`src/rtl/valley_switch_ctrl.sv`:
```
module valley_switch_ctrl #(
  parameter int CNT_W       = 3,
  parameter int LONG_BLANK  = 40,
  parameter int SHORT_BLANK = 10,
  parameter int OV_BLANK    = 16,
  localparam int TW  = $clog2(LONG_BLANK + 1),
  localparam int OVW = $clog2(OV_BLANK + 1)
) (
  input  logic             clk,
  input  logic             rst_n,
  input  logic             zc_cmp_i,
  input  logic             ring_cmp_i,
  input  logic             ov_cmp_i,
  input  logic             gate_off_i,
  input  logic [CNT_W-1:0] valley_cnt_i,
  output logic             turn_on_o,
  output logic             fault_o
);

  logic [2:0]       zs;
  logic [1:0]       rs, os;
  logic [CNT_W-1:0] zc_cnt;
  logic [TW-1:0]    blank_tmr;
  logic [OVW-1:0]   ov_cnt;

  wire             fall    = zs[2] & ~zs[1];
  wire [CNT_W-1:0] vc_eff  = (valley_cnt_i == '0) ? CNT_W'(1) : valley_cnt_i;
  wire [CNT_W:0]   cnt_nxt = {1'b0, zc_cnt} + 1'b1;
  wire             accept  = fall & gate_off_i & (blank_tmr == '0) & ~fault_o;
  wire             ov_on   = os[1] & gate_off_i & ~fault_o;
  wire             ov_trip = ov_on & (ov_cnt == OVW'(OV_BLANK - 1));
  wire             fire    = accept & (cnt_nxt >= {1'b0, vc_eff}) & ~ov_trip;

  always_ff @(posedge clk or negedge rst_n) begin
    if (!rst_n) begin
      zs <= '0;
      rs <= '0;
      os <= '0;
    end else begin
      zs <= {zs[1:0], zc_cmp_i};
      rs <= {rs[0], ring_cmp_i};
      os <= {os[0], ov_cmp_i};
    end
  end

  always_ff @(posedge clk or negedge rst_n) begin
    if (!rst_n) begin
      zc_cnt    <= '0;
      blank_tmr <= '0;
      turn_on_o <= 1'b0;
    end else begin
      turn_on_o <= fire;
      if (fire) begin
        zc_cnt    <= '0;
        blank_tmr <= rs[1] ? TW'(SHORT_BLANK) : TW'(LONG_BLANK);
      end else begin
        if (accept && zc_cnt != '1) zc_cnt <= zc_cnt + 1'b1;
        if (blank_tmr != '0) blank_tmr <= blank_tmr - 1'b1;
      end
    end
  end

  always_ff @(posedge clk or negedge rst_n) begin
    if (!rst_n) begin
      ov_cnt  <= '0;
      fault_o <= 1'b0;
    end else begin
      ov_cnt  <= (ov_on && !ov_trip) ? ov_cnt + 1'b1 : '0;
      fault_o <= fault_o | ov_trip;
    end
  end

endmodule


```
`config.mk`:
```
export PLATFORM = sky130hd
export DESIGN_NAME = valley_switch_ctrl
export DESIGN_NICKNAME = d
export VERILOG_FILES = /design/src/rtl/valley_switch_ctrl.sv
export SDC_FILE = /design/constraint.sdc
export NUM_CORES = 1
export LEC_CHECK = 0
export BUFFER_PORTS_ARGS = -buffer_cell sky130_fd_sc_hd__buf_2
export CAP_MARGIN = 5
export CELL_PAD_IN_SITES_DETAIL_PLACEMENT = 1
export CELL_PAD_IN_SITES_GLOBAL_PLACEMENT = 2
export CORE_MARGIN = 4
export CORE_UTILIZATION = 25
export DETAILED_ROUTE_END_ITERATION = 10
export PLACE_DENSITY = 0.55
export SLEW_MARGIN = 20
export SYNTH_ARGS = -nofsm -noshare
export SYNTH_HDL_FRONTEND = slang
export SYNTH_SLANG_ARGS = --single-unit
```
`constraint.sdc`:
```
create_clock -name clk -period 2.55 [get_ports clk]
set_clock_uncertainty 0.15 [all_clocks]
set_input_delay 0.6375 -clock clk [delete_from_list [all_inputs] [get_ports clk]]
set_output_delay 0.6375 -clock clk [all_outputs]
set_load 0.02 [all_outputs]
```
# ---- After elaboration in Yosys (flattened, before gate mapping)
# Index checks and enable logic that the tools add are counted.
dict set report totals {
  regBits 23
  latchBits 0
  ramBits 0
  rom_bits 0
  out_inout_bits 2
  memories 0
}
dict set report classes {
  n_addsub 4
  n_mul 0
  div_mod_pow 0
  magnitude_cmp 1
  n_eq_ne 2
  shift 0
  muxes 7
  bitwise 13
  reduce_logical 8
}
# operator count
set ops {}
lappend ops {{two-way mux 6 bit} 3}
lappend ops {{AND 1 bit} 9}
lappend ops {{two-way mux 3 bit} 3}
lappend ops {{zero test 6 bit} 1}
lappend ops {{nonzero test 6 bit} 1}
lappend ops {{subtractor 6 x 1 -> 6 bit, second input constant} 1}
lappend ops {{adder 5 x 1 -> 5 bit, second input constant} 1}
lappend ops {{equality test 5 x 4 -> 1 bit, second input constant} 1}
lappend ops {{two-way mux 5 bit} 1}
lappend ops {{adder 3 x 1 -> 4 bit, second input constant} 1}
lappend ops {{greater-or-equal comparator 4 x 3 -> 1 bit} 1}
lappend ops {{nonzero test 2 bit} 2}
lappend ops {{adder 3 x 1 -> 3 bit, second input constant} 1}
lappend ops {{zero test 3 bit} 1}
lappend ops {{inequality test 3 bit, second input constant} 1}
lappend ops {{inverter 1 bit} 3}
lappend ops {{logical AND 1 bit} 2}
lappend ops {{zero test 1 bit} 1}
lappend ops {{OR 1 bit} 1}

# ---- Longest topological paths before layout
# Gate-level depths: netlist (run 1).
dict set report logic_depth {
  word_depth 8
  mapped_depth 8
  ltp_nobuf 8
}

# ---- Worst setup path before layout (run 1)
# Ideal clock, no wire load.
dict set report synth_path {
  path_kind {register -> register}
  from {register zc_cnt[0]}
  to {register blank_tmr[1]}
  setup_ns 0.125
  arrival_time_ns 1.910
  setup_slack_ns 0.365
  stages_incl_launch_ff 8
  path_buffers 0
  synth_period_minus_slack_ns 2.185
  cell_sequence {dfrtp_1 -> ha_1 -> ha_1 -> ha_1 -> o21ai_0 -> o21ai_0 -> nand4_4 -> mux2_4}
}
dict set report synth_via {
  elab_chain_len 5
  word_cells_on_any_way 6
  classes_between {add/sub (1); order compare (1); mux (1); bitwise (2); reduce/logical (1)}
}
# element line
set synth_rtl {}
lappend synth_rtl {{start, declared} 22} ;# logic [CNT_W-1:0] zc_cnt;
lappend synth_rtl {{start signal, assigned} 57} ;# if (accept && zc_cnt != '1) zc_cnt <= zc_cnt + 1'b1;
lappend synth_rtl {{adder 3 x 1 -> 4 bit *} 28} ;# wire [CNT_W:0] cnt_nxt = {1'b0, zc_cnt} + 1'b1;
lappend synth_rtl {{greater-or-equal comparator 4 x 3 -> 1 bit *} 32} ;# wire fire = accept & (cnt_nxt >= {1'b0, vc_eff}) & ~ov_trip;
lappend synth_rtl {{AND 1 bit * (2 in a row)} 32}
lappend synth_rtl {{two-way mux 6 bit or nonzero test 2 bit (tied branches)} n/a}
lappend synth_rtl {{end signal, assigned} 55} ;# blank_tmr <= rs[1] ? TW'(SHORT_BLANK) : TW'(LONG_BLANK);
lappend synth_rtl {{end signal, assigned} 58} ;# if (blank_tmr != '0) blank_tmr <= blank_tmr - 1'b1;
lappend synth_rtl {{end, declared} 23} ;# logic [TW-1:0] blank_tmr;
# Mark *: on every way between the ends. The rest lies on a longest branch, timed or not.
# A chain may end at the register's enable or synchronous reset.

# ---- Worst setup path in the final report (run 1)
# Ends and elaborated chain as after synthesis.

==> results of run 1 <==
[cell usage after synthesis]
master / count / area share [%]
sky130_fd_sc_hd__a31oi_1: 1 / 0.59
sky130_fd_sc_hd__and3_1: 1 / 0.59
sky130_fd_sc_hd__and3b_1: 1 / 0.82
sky130_fd_sc_hd__dfrtp_1: 23 / 54
sky130_fd_sc_hd__ha_1: 9 / 11
sky130_fd_sc_hd__inv_1: 6 / 2.1
sky130_fd_sc_hd__inv_2: 1 / 0.35
sky130_fd_sc_hd__mux2_4: 1 / 1.4
sky130_fd_sc_hd__mux2i_1: 4 / 3.8
sky130_fd_sc_hd__nand2_1: 1 / 0.35
sky130_fd_sc_hd__nand2b_1: 1 / 0.59
sky130_fd_sc_hd__nand3_1: 2 / 0.94
sky130_fd_sc_hd__nand3b_1: 1 / 0.70
sky130_fd_sc_hd__nand4_4: 1 / 2.0
sky130_fd_sc_hd__nor2_1: 12 / 4.2
sky130_fd_sc_hd__nor2_2: 1 / 0.59
sky130_fd_sc_hd__nor2_4: 1 / 1.1
sky130_fd_sc_hd__nor2b_1: 1 / 0.59
sky130_fd_sc_hd__nor3_1: 2 / 0.94
sky130_fd_sc_hd__nor3b_1: 1 / 0.70
sky130_fd_sc_hd__nor4_4: 1 / 2.0
sky130_fd_sc_hd__o21ai_0: 4 / 1.9
sky130_fd_sc_hd__o21bai_1: 1 / 0.70
sky130_fd_sc_hd__or2b_1: 1 / 0.70
sky130_fd_sc_hd__or3_4: 1 / 1.1
sky130_fd_sc_hd__or4bb_1: 1 / 1.1
sky130_fd_sc_hd__xnor2_1: 5 / 4.1
sky130_fd_sc_hd__xor2_1: 2 / 1.6
[through the flow]
stage | area, um^2 | power [mW] | util (%)
after detailed placement | 1179 | 0.7820 | 29.05
after CTS | 1224 | 1.009 | 30.16
final | 1224 | 0.9933 | 30.16
after global routing | 1224 | 1.066 | 30.16
after floorplan | 1066 | 0.7078 | -
after global placement | 1179 | 0.7767 | 29.05
[critical path: stages, from the launching register on]
cell and delay [ns]:
sky130_fd_sc_hd__dfrtp_1 0.43, sky130_fd_sc_hd__ha_1 0.22, sky130_fd_sc_hd__ha_1 0.29, sky130_fd_sc_hd__ha_1 0.28, sky130_fd_sc_hd__o21ai_0 0.07, sky130_fd_sc_hd__o21ai_0 0.27
sky130_fd_sc_hd__nand4_4 0.16, sky130_fd_sc_hd__mux2_4 0.32
[final cells by class]
cell class / instances / area (um^2)
Fill cell: 462 / 2834
Tap cell: 50 / 62.56
Inverter: 7 / 26.28
Sequential cell: 23 / 575.6
Clock buffer: 4 / 45.04
Multi-Input combinational cell: 57 / 464.2
Timing Repair Buffer: 10 / 50.05
[layer usage]
layer,GRT usage (%),part of all wire (%),vias to the layer above
li1,-,-,317
met1,11.36,49,307
met2,12.51,46,12
met3,2.052,4.4,3
met4,3.018,1.2,0
met5,0,0,-
[flip-flops by register name, indices dropped and copies added (netlist names)]
| register | cells |
|---|---|
| ov_cnt | 5 |
| turn_on_o | 1 |
| zc_cnt | 3 |
| fault_o | 1 |
| os | 2 |
| blank_tmr | 6 |
| rs | 2 |
| zs | 3 |
[final timing paths]
path / end / start / cells after the start
min in group clk: zs[1] / zs[0] / 0
max reg2reg: blank_tmr[1] / zc_cnt[0] / 7
min: blank_tmr[4] / rst_n / 1
min reg2reg: zs[1] / zs[0] / 0
max in group asynchronous: ov_cnt[4] / rst_n / 1
max: blank_tmr[1] / zc_cnt[0] / 7
[power by group through the flow]
stage	sequential, mW	clock, mW	combinational, mW
after global placement	0.486	0	0.290
final	0.479	0.226	0.289
after detailed placement	0.487	0	0.295
after CTS	0.480	0.232	0.297
after global routing	0.491	0.251	0.323
after floorplan	0.474	0	0.233
[cell families (layout without fill, tap and decap cells)]
logic type,count (synthesis),count (layout),synth area share [%]
flops,23,23,53.99
fa+ha+maj,9,9,10.56
mux,5,5,5.164
xor+xnor,7,7,5.751
compound gates,6,6,3.170
simple gates,30,30,18.90
buf+inv,7,21,2.464
==> results list, run 1 <==
* Result of the run: complete, no violations
- Placer congestion estimate: 0.6510
- Number of maximum-capacitance constraint violations: 0
- Relative to the synthesized area, the layout overhead comes to 14.79%.
- Synth unique cells: 28
* Internal power: 0.6796 mW
- The detailed router placed 639 vias in this run.
- Counting every sink on the clock net gives 23.
- At the pin with the least slew margin, the transition time is 0.5192 ns.
- Total Wirelength: 1853 um
- Sequential area share after synthesis: approximately 54%
- Headroom to the max-slew limit came out at 65.39%.
- The first detailed-routing pass ran for 2 iterations.
* Total Neg Setup Slack: 0 ns
- Across all setup checks in the final design, the least slack found is around 0.25 ns.
- Commonest non-fill, non-tap cell in the layout: sky130_fd_sc_hd__dfrtp_1
* Number of core rows: 23
* Shortest period the worst path allows: 2.300 ns
- Worst path required time: 2.55 ns
* Path type of the worst min-delay path: in2async
- After technology mapping, the gate count stands at 87.
- In this run the clock root is driven by a sky130_fd_sc_hd__clkbuf_8.
- The via count of the first global-routing pass is just under 700.
- Gr usage total: between 8 and 9%
- Hold Vio Cnt, Final: 0
- Setup violations remaining at the end of the flow were counted as 0.
- The worst register-to-register path has a setup slack of 0.25 ns.
- OpenSTA, run right after detailed placement, puts the worst setup slack at 0.2417 ns.
- I/O pins: 11
* Leakage: between 0.5 and 0.6 nW
- Initial antenna violation count: 0
* Layout Cells excl Fill: roughly 150
* Antenna diode instance count: 0
* Number of design rule violations left after detail routing: 0
* Worst vdd rail ir drop: approximately 240 uV
- In this run the worst path has a maximum fanout of 4.
- Cell total after placement: roughly 150
- The HPWL after detailed placement is 1462 um.
- The worst setup path is of the reg2reg kind.
- For this run, the number of Yosys warnings is 0.
- Synth Net Count: around 110
- From bottom edge to top edge, the die measures ~73 um.
- Of the available clock period, the critical path in the final layout requires between 90% and 100%.
- The later pin in the worst-skew pair is clocked with a latency of about 0.26 ns.
- After clock tree synthesis, the setup repair step added 0 buffers.
- Proportion of power drawn by flip-flops and latches: roughly 48%
* Combined area of all synthesized cells: 1066 um^2
* Number of buffers created by CTS: 3
* Mean post-synth cell area: between 10 and 15 um^2
- Clock Power Share: 22.7%
- # resized after CTS: 0
- Global routing finished with a remaining overflow of 0.
- The first global-routing pass estimated roughly 3300 um of wire.
* Core region area: 4058 um^2
- Arrival time at the worst endpoint: ~2.3 ns
- In this run, the combinational gates consume ~29% of the power.
* Port buffer count: 10
- The floorplan step defined a die boundary enclosing 5373 um^2.
* Antenna Violating Nets Remaining: 0
- Net switching is 31.58% of the power.
- Maximum level of the CTS H-tree: 1
- TritonCTS built the clock tree.
- Commonest non-fill, non-tap cells in the layout: 23 x sky130_fd_sc_hd__dfrtp_1, 12 x sky130_fd_sc_hd__nor2_1, 10 x sky130_fd_sc_hd__buf_2
- Counting flops and latches in the post-synthesis netlist gives 23.
* Initial detailed-routing violation count: 1
* Hold-fix buffers, CTS: 0
* Minimum hold slack: between 0.15 and 0.2 ns
- Dividing the detail-routed wire length by the instance count gives 12.27 um.
* Clock-pin transition on the worst setup and hold timing paths: about 0.080 ns
- Setup repair after global routing missed its margin: no
- Number of pins exceeding their max-slew limit in the final report: 0
- The worst setup path is captured at a flop.
- Entering global routing, the biggest net connects 24 pins.
* Final Net Count: 120
* Ratio of cells with drive above 1 in the final layout: between 10% and 20%
- In this run the power density over the cells is ~810 nW/um^2.
* Buffer levels on the longest clock path: 2
- Kind of launch point of the worst setup path: flop
* Net switching component of the power: roughly 0.31 mW
* Initial standard-cell utilization of the core: approximately a quarter
* Vias per cell: ~4.2
- Static timing analysis puts the maximum clock frequency at 434.7 MHz.
* Horizontal die dimension: approximately 73 um
(Power assumes the default switching activity.)
==> run 2: changes to the inputs <==
ABC_AREA = 1   (was default)
CORE_MARGIN = 2   (was 4)
PLACE_DENSITY = 0.58   (was 0.55)
==> run 2 against run 1 <==
  * Core utilization down 0.28 points
  * Critical path type unchanged
  * Critical path depth up 3
  * Sequential share of layout area down 3.1 points
  * Global-route usage up 1.4 points
  * Final cell count up 24%
  * Non-clock buffer count unchanged
  * Sequential cell count unchanged
  * Largest cell class unchanged
  * Maximum frequency up 14%
  * Synthesized area up 7.9%
  * Die area down 4.0%
  * Largest power group unchanged
==> results list, run 2 <==
* Result of the run: complete, no violations
- Internal power: 0.4893 mW (-28%)
* Share of power burned in combinational logic: 3.7% (-25 points)
* Total Neg Setup Slack: 0 ns (unchanged)
* Crit-path slowest cell: sky130_fd_sc_hd__dfrtp_1
- The sum of overflow across all layers after global routing is 0 (unchanged).
- The remaining number of nets flagged by the antenna check after routing came to 0 (unchanged).
- Total of fill cells in the finished design: 518 (+12%)
- Worst path required time: 2.56 ns (about the same)
- The most critical setup path has its startpoint at zc_cnt[0].
* Largest net degree at the start of global routing: 24 (unchanged)
- Total Wirelength: 2098 um (+13%)
- Yosys Warn Count: 0 (unchanged)
- The final number of max-transition violations came to 0 (unchanged).
- Tcrit/Tclk final: 79.48% (-11 points)
* Critical-path maximum fanout: 8 (+4)
- Arrival time at the worst endpoint: 2.04 ns (-0.26 ns)
* Core utilization of the finished layout: 29.88% (-0.28 points)
- The total DRC errors in the routed layout is 0 (unchanged).
- For this run, the leading register cell type out of synthesis is sky130_fd_sc_hd__dfrtp_1.
- The portion of the post-synthesis area used by sequential elements is 50.05% (-3.9 points).
- Number of core rows: 24 (+4.3%)
- Summed over all instances, the cell type with the most area after synthesis is sky130_fd_sc_hd__dfrtp_1.
- Compared with the post-synthesis result, the final layout area differs by 13.93%.
- After synthesis, the cell types taking the most area are sky130_fd_sc_hd__dfrtp_1 50%, sky130_fd_sc_hd__ha_1 9.8%, sky130_fd_sc_hd__nand2_1 8.2%.
- The largest buffer count on any clock path is 2 (unchanged).
- The width of the chip is 71.82 um (-2.0%).
* Commonest non-fill, non-tap cell in the layout: sky130_fd_sc_hd__nand2_1
- The synthesized netlist cell count is 121 (+39%).
- I/O pins: 11 (unchanged)
- Clock Power Share: 36.5% (+14 points)
- The iteration count of the initial detailed-routing pass was 4 (+2).
- Die boundary height: 71.82 um (-2.0%)
* Post-synthesis share of cell area spent on full adders, half adders and majority gates: 9.793% (-0.77 points)
- Critical path buffers and inverters: 1 (+1)
* Path type of the worst min-delay path: in2async
* Mux cell area share after synthesis: 0% (-5.2 points)
* Placed cell areas: 1265 um^2 (+7.3%)
* Shortest period the worst path allows: 2.027 ns (-0.2737 ns)
* Layout Cells excl Fill: 187 (+24%)
- The switching share of power was 21.27% (-10 points).
* Via count of the first global-routing pass: 862 (+25%)
- Number of buffers created by CTS: 3 (unchanged)
- The leakage power summed over all cells came to 0.7022 nW (+21%).
* Cell total after placement: 183 (+24%)
* Asr flop ratio synth: 100.0% (unchanged)
- Registers with the highest flip-flop counts: blank_tmr x6, ov_cnt x5
- Synth Net Count: 139 (+32%)
* Register bit count reported by yosys: 23 (unchanged)
- Initial standard-cell utilization of the core: 26.23% (-0.045 points)
* Combined area of all synthesized cells: 1150 um^2 (+7.9%)
- The share of synthesized cell area in and, or, nand and nor gates was 24.37% (+5.5 points).
- Instance count on the critical path: 10 (+3)
- The number of failing hold endpoints at the final stage is 0 (unchanged).
- The total clock sinks came to 23 (unchanged).
* Crit path kind: reg2reg
- The routed wire length per instance is 11.22 um (-8.6%).
* Number of cell instances on the worst register-to-register path: 10 (+3)
- Commonest non-fill, non-tap cells in the layout: 25 x sky130_fd_sc_hd__nand2_1, 23 x sky130_fd_sc_hd__dfrtp_1, 21 x sky130_fd_sc_hd__inv_1
* Port buffer count: 10 (unchanged)
- Master cell of the clock root buffer: sky130_fd_sc_hd__clkbuf_8
- Number of setup violations in the final report: 0 (unchanged)
* Critical path cell sequence: ha_1 > ha_1 > ha_1 > o21bai_1 > inv_1 > nand2_1 > nand2_4 > nand2_2 > nand2_1 > nand2_1
* Placer congestion estimate: 0.7430 (+14%)
* Count of vias placed by the detailed router: 776 (+21%)
- Most frequent cell after synthesis: sky130_fd_sc_hd__nand2_1
- EDFF count, synth: 0 (unchanged)
- Most flop-heavy register: blank_tmr
- Clock insertion delay at the later pin of the skew report: 0.26 ns (about the same)
- The power per standard cell area is 474.4 nW/um^2 (-42%).
- The switching power summed over all nets came to 0.1322 mW (-58%).
* Synth unique cells: 25 (-11%)
* Top Family by Delay on Critical Path: adder cells
* Number of flip-flops under the largest register name: 6 (unchanged)
- In this run the critical register-to-register path is launched from zc_cnt[0].
- The transition time of the tightest slew-check pin came to 0.5286 ns (+0.009399 ns).
- The share of final-layout standard cells stronger than drive strength 1 is 20.00% (+0.20 points).
- The delay contributed by the slowest stage of the critical path is 0.43 ns (about the same).
- Gr usage total: 9.650% (+1.4 points)
- Total Power Consumption: 0.6215 mW (-37%)
* Mean post-synth cell area: 9.503 um^2 (-22%)
- STA classifies the critical path endpoint as a flop.
* Main combinational cell family by area after synthesis: simple AND/OR/NAND/NOR gates
* # resized after CTS: 0 (unchanged)
- Pre-CTS WS: 0.4538 ns (+0.2120 ns)
- The commonest cells after synthesis are 25 x sky130_fd_sc_hd__nand2_1, 23 x sky130_fd_sc_hd__dfrtp_1, 21 x sky130_fd_sc_hd__inv_1.
- The post-route cell area was 1310 um^2 (+7.1%).
- The HPWL after detailed placement came to 1622 um (+11%).
- Initial detailed-routing violation count: 22 (+21)
* CTS tree: done
- Worst slew margin relative to its limit: 64.76% (-0.63 points)
* Kind of launch point of the worst setup path: flop
- PnR worst setup slack: 0.5233 ns (+0.2737 ns)
* Synth top area share: 50.05% (-3.9 points)
- Worst vdd rail ir drop: 220.5 uV (-6.7%)
* Vias per cell: 4.150 (-1.9%)
- The count of H-tree levels built during CTS was 1 (unchanged).
- The number of maximum-capacitance constraint violations came to 0 (unchanged).
* Core region area: 4384 um^2 (+8.0%)
- Minimum hold slack: 0.1914 ns (+0.0001160 ns)
* Max frequency: 493.4 MHz (+14%)
- Proportion of power drawn by flip-flops and latches: 59.8% (+12 points)
* Post-synthesis xor/xnor area fraction: 3.047% (-2.7 points)
- Clock-pin transition on the worst setup and hold timing paths: 0.09 ns (about the same)
- Post-synthesis compound-gate area fraction: 4.897% (+1.7 points)
* Buffer count from post-CTS setup fixing: 0 (unchanged)
* Antenna diode instance count: 0 (unchanged)
* Setup repair after global routing missed its margin: no
* Final Net Count: 154 (+28%)
- DIE AREA: 5158 um^2 (-4.0%)
- The first-pass GRT wire length is 3843 um (+16%).
- The initial antenna violation count is 0 (unchanged).
- The number of buffers inserted by hold repair at cts was 0 (unchanged).
run 2: cell count changes after synthesis, sizes merged, moves of 2 or more:
cell	before	now
inv	7	23
xnor2	5	0
nor2	14	12
nand3	2	5
mux2i	4	0
o21ai	4	2
nand2	1	29
xor2	2	4
a21oi	0	4
run 2: final timing paths:
path | to | slack, ns
setup / recovery | blank_tmr[1] | 0.52
hold / removal | turn_on_o | 0.19
setup reg to reg | blank_tmr[1] | 0.52
hold reg to reg | os[1] | 0.21
max in group asynchronous | zs[2] | 1.70
min in group clk | os[1] | 0.21
run 2: kinds of logic (layout without fill, tap and decap cells):
family          count (synthesis)  in the layout
xor+xnor                        4              4
fa+ha+maj                       9              9
simple gates                   52             52
flops                          23             23
buf+inv                        24             38
compound gates                  9              9
run 2: final cells by class:
class,instances,area [um^2],share of cell area [%]
clock buffers,4,45.04,3.438
inverters,24,90.09,6.877
repair buffers,10,50.05,3.820
multi-input cells,74,484.2,36.96
flip-flops and latches,23,575.6,43.93
well taps,52,65.06,4.967
run 2: routing by layer:
metal  track usage, %  vias to the layer above  routed length (um)
met4            3.145                        0                  24
met1            11.40                      364                 968
met2            16.67                        8                1037
met3            2.954                        2                  66
met5                0                        -                   0
li1                 -                      402                   -
run 2: power groups by stage:
stage / clock, mW / sequential, mW / combinational, mW
after floorplan: 0 / 0.379 / 0.00830
after global placement: 0 / 0.379 / 0.0239
after detailed placement: 0 / 0.379 / 0.0247
after CTS: 0.242 / 0.372 / 0.0248
after global routing: 0.259 / 0.372 / 0.0281
final: 0.227 / 0.372 / 0.0231
==> run 3: changes to the inputs <==
clock period = 2 ns   (was 2.55 ns; I/O delays follow)
==> run 3 against run 2 <==
  * Maximum frequency increased by 7.3%
  * Worst setup slack got worse by 0.41 ns
  * Via count up 4.3%
  * Non-clock buffer count increased by 1
  * Clock-buffer cell count stayed put
  * Die area unchanged
  * Final area is 2.2% higher
  * Register-to-register slack worse by 0.41 ns
  * Combinational power increased by 30%
  * Highest routed layer unchanged
  * Core utilization grew 0.66 points
==> results list, run 3 (synthesis results as in run 2) <==
- The flip-flop count of the largest register after layout is 6 (unchanged).
- The total DRC errors in the routed layout was 0 (unchanged).
* Ratio of cells with drive above 1 in the final layout: 23.53% (+3.5 points)
* Number of setup violations in the final report: 0 (unchanged)
- The total clock buffers created by CTS was 3 (unchanged).
- The multi-input combinational cell area was 505.5 um^2 (+4.4%).
* Pre-CTS WS: 0.01345 ns (-0.4403 ns)
* Total Wirelength: 2173 um (+3.6%)
- Gr usage total: 9.885% (+0.24 points)
- Arrival time at the worst endpoint: 1.90 ns (-0.14 ns)
- STA classifies the critical path startpoint as a flop.
- The cell sitting at the root of the clock tree is a sky130_fd_sc_hd__clkbuf_8.
* Antenna diode instance count: 0 (unchanged)
- PnR worst setup slack: 0.1111 ns (-0.4122 ns)
- Wire per inst: 11.56 um (+3.0%)
- The normalized max-slew margin came to 64.16% (-0.60 points).
- The via count of the first global-routing pass came to 884 (+2.6%).
* Worst path required time: 2.01 ns (-0.55 ns)
- The total negative setup slack is 0 ns (unchanged).
- Number of cell instances on the worst register-to-register path: 10 (unchanged)
* Initial detailed-routing violation count: 7 (-68%)
* Pin slew with the least headroom to its limit: 0.5376 ns (+0.009053 ns)
- The share of the clock period used by the worst path came to 94.44% (+15 points).
- Minimum hold slack: 0.05483 ns (-0.1366 ns)
* Leakage: 0.7036 nW (+0.20%)
- The total clock sinks is 23 (unchanged).
* Worst vdd rail ir drop: 517.7 uV (+130%)
- DIE AREA: 5158 um^2 (unchanged)
* Registers with the highest flip-flop counts: blank_tmr x6, ov_cnt x5
- The global placement routability congestion was 0.7964 (+7.2%).
- Maximum level of the CTS H-tree: 1 (unchanged)
- Count of vias placed by the detailed router: 809 (+4.3%)
* Hold Vio Cnt, Final: 0 (unchanged)
- Post-detailed-placement half-perimeter wirelength: 1678 um (+3.5%)
* Number of pins exceeding their max-slew limit in the final report: 0 (unchanged)
* Global-route met3 utilization: 2.954% (unchanged)
- Most flop-heavy register: blank_tmr
- STA classifies the critical path endpoint as a flop.
- Core region area: 4384 um^2 (unchanged)
- The number of inserted filler cells in the final layout came to 531 (+2.5%).
* Vias per cell: 4.303 (+3.7%)
- Die boundary height: 71.82 um (unchanged)
- Reg2Reg Setup Slack: 0.11 ns (-0.41 ns)
- Critical path cell sequence: ha_1 > ha_4 > ha_1 > o21bai_1 > inv_1 > nand2_2 > nand2_4 > nand2_2 > nand2_1 > nand2_1
- Global routing met1 resource utilization: 12.19% (+0.79 points)
- Initial standard-cell utilization of the core: 26.23% (unchanged)
- The width of the chip was 71.82 um (unchanged).
- The overall power of the completed layout is 0.7950 mW (+28%).
- Power density over cell area: 593.8 nW/um^2 (+25%)
- Antenna Violating Nets Remaining: 0 (unchanged)
- TritonCTS built the clock tree.
- P&R area growth vs syn: 16.43%
- Worst flop-to-flop path endpoint: blank_tmr[1]
* Commonest non-fill, non-tap cells in the layout: 23 x sky130_fd_sc_hd__nand2_1, 23 x sky130_fd_sc_hd__dfrtp_1, 21 x sky130_fd_sc_hd__inv_1
- Clock insertion delay at the later pin of the skew report: 0.26 ns (about the same)
- First-pass GRT wire length: 3981 um (+3.6%)
- The delay contributed by the slowest stage of the critical path is 0.41 ns (-0.02 ns).
* Largest net degree at the start of global routing: 24 (unchanged)
- In this run the critical register-to-register path is launched from zc_cnt[1].
- The met2 track demand over resource was 16.87% (+0.21 points).
- Setup repair after global routing missed its margin: no
- Crit-path slowest cell: sky130_fd_sc_hd__dfrtp_1
- Result of the run: complete, no violations
- Detailed Routing Iterations Pass 1: 4 (unchanged)
- Final Net Count: 155 (+0.65%)
- Initial antenna violation count: 0 (unchanged)
* Shortest period the worst path allows: 1.889 ns (-0.1378 ns)
* Path type of the worst min-delay path: in2async
* Number of maximum-capacitance constraint violations: 0 (unchanged)
- The highest clock frequency the design can meet is 529.4 MHz (+7.3%).
- I/O pins: 11 (unchanged)
- Layer with the highest usage after global routing: met2
- The total number of placement rows is 24 (unchanged).
* Buffer levels on the longest clock path: 2 (unchanged)
- The highest net fanout along the worst path is 8 (unchanged).
* Register area: 575.6 um^2 (unchanged)
- The post-CTS clock slew at the launch and capture registers of the worst setup and hold paths came to 0.09 ns (about the same).
* Crit path kind: reg2reg
* Remaining global-route overflow: 0 (unchanged)
- The count of input and output buffers was 10 (unchanged).
## run 3: metal layers
layer	share of wire [%]	vias to the layer above
met4	1.1	0
met5	0	-
li1	-	402
met1	45	399
met2	52	6
met3	2.1	2
## run 3: area by class of cell
class                      count  share of cell area (%)
sequential                    23                   42.99
multi-input combinational     74                   37.76
inverter                      24                   6.729
tap                           52                   4.860
timing repair buffer          11                   4.299
clock buffer                   4                   3.364
## run 3: repair_timing
action / 4_1_cts / 5_1_grt
hold buffers: 0 / 0
gates resized for setup: 0 / 4
setup buffers: 0 / 0
pin swaps: 1 / 1
setup endpoints to repair: 3 / 6
## run 3: worst max-delay path by stage
stage | start | end | slack, ns | cells after the start
after detailed placement | zc_cnt[1] | blank_tmr[5] | 0.01 | 9
final | zc_cnt[1] | blank_tmr[1] | 0.11 | 10
after global placement | valley_cnt_i[0] | blank_tmr[1] | 0.08 | 13
after CTS | zc_cnt[1] | blank_tmr[5] | 0.0005 | 9
after floorplan | zc_cnt[0] | blank_tmr[1] | 0.16 | 10
after global routing | zc_cnt[1] | blank_tmr[1] | 0.009 | 10
## run 3: worst max-delay path, delay by kind of cell (launching register included)
kind,cells,cell delay (ns)
flip-flops,1,0.41
buffers and inverters,1,0.07
adder cells (fa/ha/maj),3,0.63
AO/OA/AOI/OAI,1,0.15
AND/OR/NAND/NOR,5,0.39
## run 3: where the power goes
| part | internal [mW] | switching, mW | leakage [nW] |
|---|---|---|---|
| Combinational | 0.0104 | 0.0198 | 0.386 |
| Clock | 0.142 | 0.149 | 0.0228 |
| Sequential | 0.472 | 0.00211 | 0.295 |
## run 3: through the flow
| stage | instance area [um^2] | instances | util (%) |
|---|---|---|---|
| detailed placement | 1272 | 184 | 29.02 |
| floorplan | 1150 | 121 | - |
| CTS | 1318 | 188 | 30.05 |
| finish | 1339 | 188 | 30.54 |
| global route | 1339 | 188 | 30.54 |
| global placement | 1272 | 184 | 29.02 |
